**config.mk**
```make
export PLATFORM = sky130hd
export DESIGN_NAME = far_wl_replica_bank
export DESIGN_NICKNAME = d
export VERILOG_FILES = /design/src/rtl/far_wl_pkg.sv /design/src/rtl/far_wl_replica_bank.sv
export SDC_FILE = /design/constraint.sdc
export NUM_CORES = 1
export LEC_CHECK = 0
export ABC_AREA = 1
export BUFFER_PORTS_ARGS = -buffer_cell sky130_fd_sc_hd__buf_2
export CAP_MARGIN = 30
export CORE_MARGIN = 4
export CORE_UTILIZATION = 45
export CTS_CLUSTER_SIZE = 28
export DETAILED_ROUTE_END_ITERATION = 7
export GPL_TIMING_DRIVEN = 0
export PLACE_DENSITY = 0.81
export SLEW_MARGIN = 0
export SYNTH_ARGS = -nofsm -noshare
export SYNTH_HDL_FRONTEND = slang
export SYNTH_SLANG_ARGS = --single-unit
```
**constraint.sdc**
```tcl
create_clock -name clk -period 0.8 [get_ports clk]
set_input_delay 0.08 -clock clk [delete_from_list [all_inputs] [get_ports clk]]
set_output_delay 0.08 -clock clk [all_outputs]
set_load 0.05 [all_outputs]
```
**src/rtl/far_wl_pkg.sv**
```systemverilog
package far_wl_pkg;

    // Default geometry of the protected array
    localparam int unsigned DEF_ROWS   = 64;
    localparam int unsigned DEF_WIDTH  = 74;
    localparam int unsigned DEF_HALVES = 2;

    // Result of the most recent cycle as seen at the outputs
    typedef enum logic [1:0] {
        RES_IDLE = 2'd0,
        RES_PASS = 2'd1,
        RES_FAIL = 2'd2
    } res_state_e;

endpackage

```
**src/rtl/far_wl_replica_bank.sv**
```systemverilog
module far_wl_replica_bank #(
    parameter int unsigned WIDTH  = far_wl_pkg::DEF_WIDTH,
    parameter int unsigned HALVES = far_wl_pkg::DEF_HALVES,
    localparam int unsigned HIDX_W = (HALVES > 1) ? $clog2(HALVES) : 1
) (
    input  logic                          clk,
    input  logic                          rst_n,
    input  logic                          load,
    input  logic [HIDX_W-1:0]             load_half,
    input  logic [WIDTH-1:0]              load_word,
    output logic [HALVES-1:0][WIDTH-1:0]  words
);

    generate
        for (genvar h = 0; h < HALVES; h++) begin : g_half
            logic sel;
            assign sel = load && (load_half == HIDX_W'(h));

            always_ff @(posedge clk or negedge rst_n) begin
                if (!rst_n) begin
                    words[h] <= '0;
                end else if (sel) begin
                    words[h] <= load_word;
                end
            end
        end
    endgenerate

endmodule

```
* Word level (Yosys, flattened, before mapping)
Index checks and enable logic that the tools add are counted.
** Operators by class
- Bitwise operators :: 1
- Reductions and logical operators :: 2
** Operators by type and width (count)
- $logic_and 1x1->1 :: 2
- $not 1->1 :: 1
** Word-level totals
- Register bits :: 148
- Word-level logic and storage cells :: 5
- Bits of input ports :: 78

* Longest topological paths before layout
- Depth after elaboration :: 2
- Depth in mapped cells :: 6
- Depth with buffers taken out :: 4

* Worst setup path after synthesis
Ideal clock, no wire load.
- Path type :: reg2reg
- Start point :: reg, netlist name words[0]
- End point :: reg words[0] in the netlist's numbering
- Path slack :: -0.032 ns
- Arrival time :: 0.713 ns
- Clock period less this slack :: 0.832 ns
- Cell stages (with the launch flop) :: 3
- Cell sequence :: dfrtp_1 -> nand2_1 -> nand2_1
** RTL lines
- end signal, assigned by index :: RTL line far_wl_replica_bank.sv:23 : words[h] <= load_word;
- end, declared :: RTL line far_wl_replica_bank.sv:11 : output logic [HALVES-1:0][WIDTH-1:0] words

* Worst setup path in the final report
- Start point :: reg words[86] in the netlist's numbering
- End point :: out words[86] in the netlist's numbering
No word-level cell between the ends.

==> flow_summary.toml <==
[run_status]
status = "complete, but fails checks"
violations = "hold timing, setup timing"

[worst_setup_path]
cp.buffers_inverters = 1
start_kind = "flip-flop"
path_max_fanout = 2
cp-end-kind = "output port"
cp_cell_sequence = "buf_6"
critPathRequiredTime_ps = 720
critPathSlowestCell = "dfrtp_2"
crit_family = "flip-flops"
cp_data_arrival_time_ps = 1000
crit_type = "flip-flop to output port"
cp_slowest_stage_delay_ps = 420

[placement]
io_buffers = 224
placed_area_mm2 = 0.00737
dp_cells = 1041
place_congestion = 0.876
post-dp-hpwl_mm = 12.1

[cells_and_area]
design_area_mm2 = 0.00996
top_register = "words"
syn2layout_area_growth_pct = 71.3
largest_reg_flops = 148
nets = 1074
top_regs = "words (148)"
drive_gt1_share_pct = 47.7
fin_cells = 1180
diodes = 0

[detailed_routing]
drc = 0
vias_per_cell = 5.26
vias = 6208
dr.pass1.iters = 7
drt-initial-drc-count = 482
drtAntennaViolNets = 0
drt_wl_total_mm = 21.8
routedWlPerCell_um = 18.5

[global_route]
grt_max_degree = 79
gr-total-overflow = 0
grt_first_pass_wirelength_mm = 32.9
grtUsageTotal_pct = 28.8
grt_pass1_vias = 6540
antenna_found_initial = 0

[yosys]
syn_inst = 644
synth_cell_types = 8
ys_warn_count = 0
ys_seq_area_share_pct = 63.7
synth_area_mm2 = 0.00581
synth-seq-cells = 148
syn_area_per_cell_um2 = 9.03
synth_nets = 722

[sta]
post-route-min-period_ps = 1080
whs_ps = -338
slew_headroom_pct = 56.2
max_freq_ghz = 0.928
rsz0062_at_grt = "true"
finalMaxSlewViolations = 0
clock_skew_ps = 0
fin_crit_sh_pct = 135
worst_slew_pin_slew_ps = 657
setup_viol = 153
hold_violations = 70
fin_ws_ps = -278

[cts]
clock-sinks = 148
cts_buffers = 17
cts-root-buf = "clkbuf_16"
cts_tree = "yes"
clkTransAtPathRegs_ps = 60
max-clock-path-buffers = 2
ctsHtreeMaxLevel = 4
insertion_delay_ps = 410
ctsHoldBuffers = 74

[pwr]
p_per_area_mw_per_mm2 = 2570
clockPowerShare_pct = 30.5
ir_drop_v = 0.00191
seqPwrFrac_pct = 36.8
swShare_pct = 35.3
power_leakage_nw = 5.09
intPower_mw = 16.6
switching_power_mw = 9.06
comb_power_share_pct = 32.8

[job]
drv_cap = 0

[die]
die-area_mm2 = 0.0148
die_w_um = 122
core_mm2 = 0.0126
initial_core_util_pct = 46.1
fp.dieH_um = 122
rows = 41
io_pins = 226

[min_path]
hp-class = "input pin to async pin"
## what timing repair did
| item | 4_1_cts | 5_1_grt |
|---|---|---|
| buffers inserted | 8 | 27 |
| resized for setup | 304 | 18 |
| pin swaps | 0 | 2 |
| endpoints found under the hold margin | 218 | 70 |
| setup endpoints to repair | 148 | 151 |
## per-layer routing
metal	vias to the layer above	routed length [µm]	part of all wire (%)	global-route usage, %
met5	-	0	0	0
met4	0	1030	4.7	15.3
met3	90	1660	7.6	8.08
met2	345	11300	52	49.4
met1	3007	7830	36	32.7
li1	2766	-	-	-
## synth_stat cells
cell type,count,area share (%)
dfrtp_1,148,64
buf_4,3,0.39
buf_1,1,0.065
buf_2,41,3.5
clkbuf_1,4,0.26
nand2_1,298,19
inv_2,1,0.065
nand3_1,148,13
## layout make-up
class | count | area [µm²]
inverters | 1 | 3.75
plain buffers | 49 | 246
clock buffers | 27 | 503
well taps | 172 | 215
clock inverters | 4 | 70.1
fillers | 745 | 2660
repair buffers | 333 | 3160
flip-flops and latches | 148 | 3890
multi-input cells | 446 | 1870
## final timing paths
check | slack, ps | from | to | cells past startpoint
max in group asynchronous | 310 | rst_n | words[41] | 2
hold reg to reg | 490 | words[94] | words[94] | 2
setup / recovery | -280 | words[86] | words[86] | 1
setup reg to reg | -130 | words[114] | words[114] | 4
min in group clk | 180 | load | words[3] | 5
hold / removal | -340 | rst_n | words[83] | 1
## cells by family (layout without fill, tap and decap cells)
family | after synthesis | count (layout) | synth area share, %
buffers and inverters | 50 | 414 | 4.30
AND/OR/NAND/NOR | 446 | 446 | 32.0
flip-flops | 148 | 148 | 63.7
## cell usage in the layout, fill, tap and decap left out
| cell type | count |
|---|---|
| dfrtp_2 | 148 |
| clkinv_2 | 2 |
| nand2_1 | 294 |
| clkbuf_8 | 4 |
| clkbuf_16 | 17 |
| inv_2 | 1 |
| buf_16 | 1 |
| buf_4 | 36 |
| buf_8 | 21 |
| buf_2 | 116 |
| bufinv_16 | 2 |
| buf_6 | 129 |
| nand3_1 | 148 |
| clkbuf_1 | 10 |
| nand2_2 | 4 |
| dlygate4sd3_1 | 74 |
| buf_1 | 1 |
## metrics by stage
step           power (mW)  setup WS (ps)  TNS [ps]  utilization [%]  hold slack (ps)
4_1_cts              25.1           -284    -39830             76.8             -309
6_report             25.6           -278    -38380             78.9             -338
2_1_floorplan        13.7           39.4         0                -             -216
3_5_place_dp         15.5           -336    -48220             58.4              134
3_3_place_gp         15.4          -2650   -420230             58.1              328
5_1_grt              26.5           -298    -42590             78.9             -300
## power groups by stage
stage	clock (mW)	combinational, mW	sequential [mW]
final	7.81	8.39	9.42
after floorplan	0	1.10	12.6
after global placement	0	6.21	9.19
after global routing	8.21	8.77	9.51
after detailed placement	0	6.33	9.19
after CTS	7.84	7.88	9.34
Note: power is estimated with default switching activity, not from simulation.
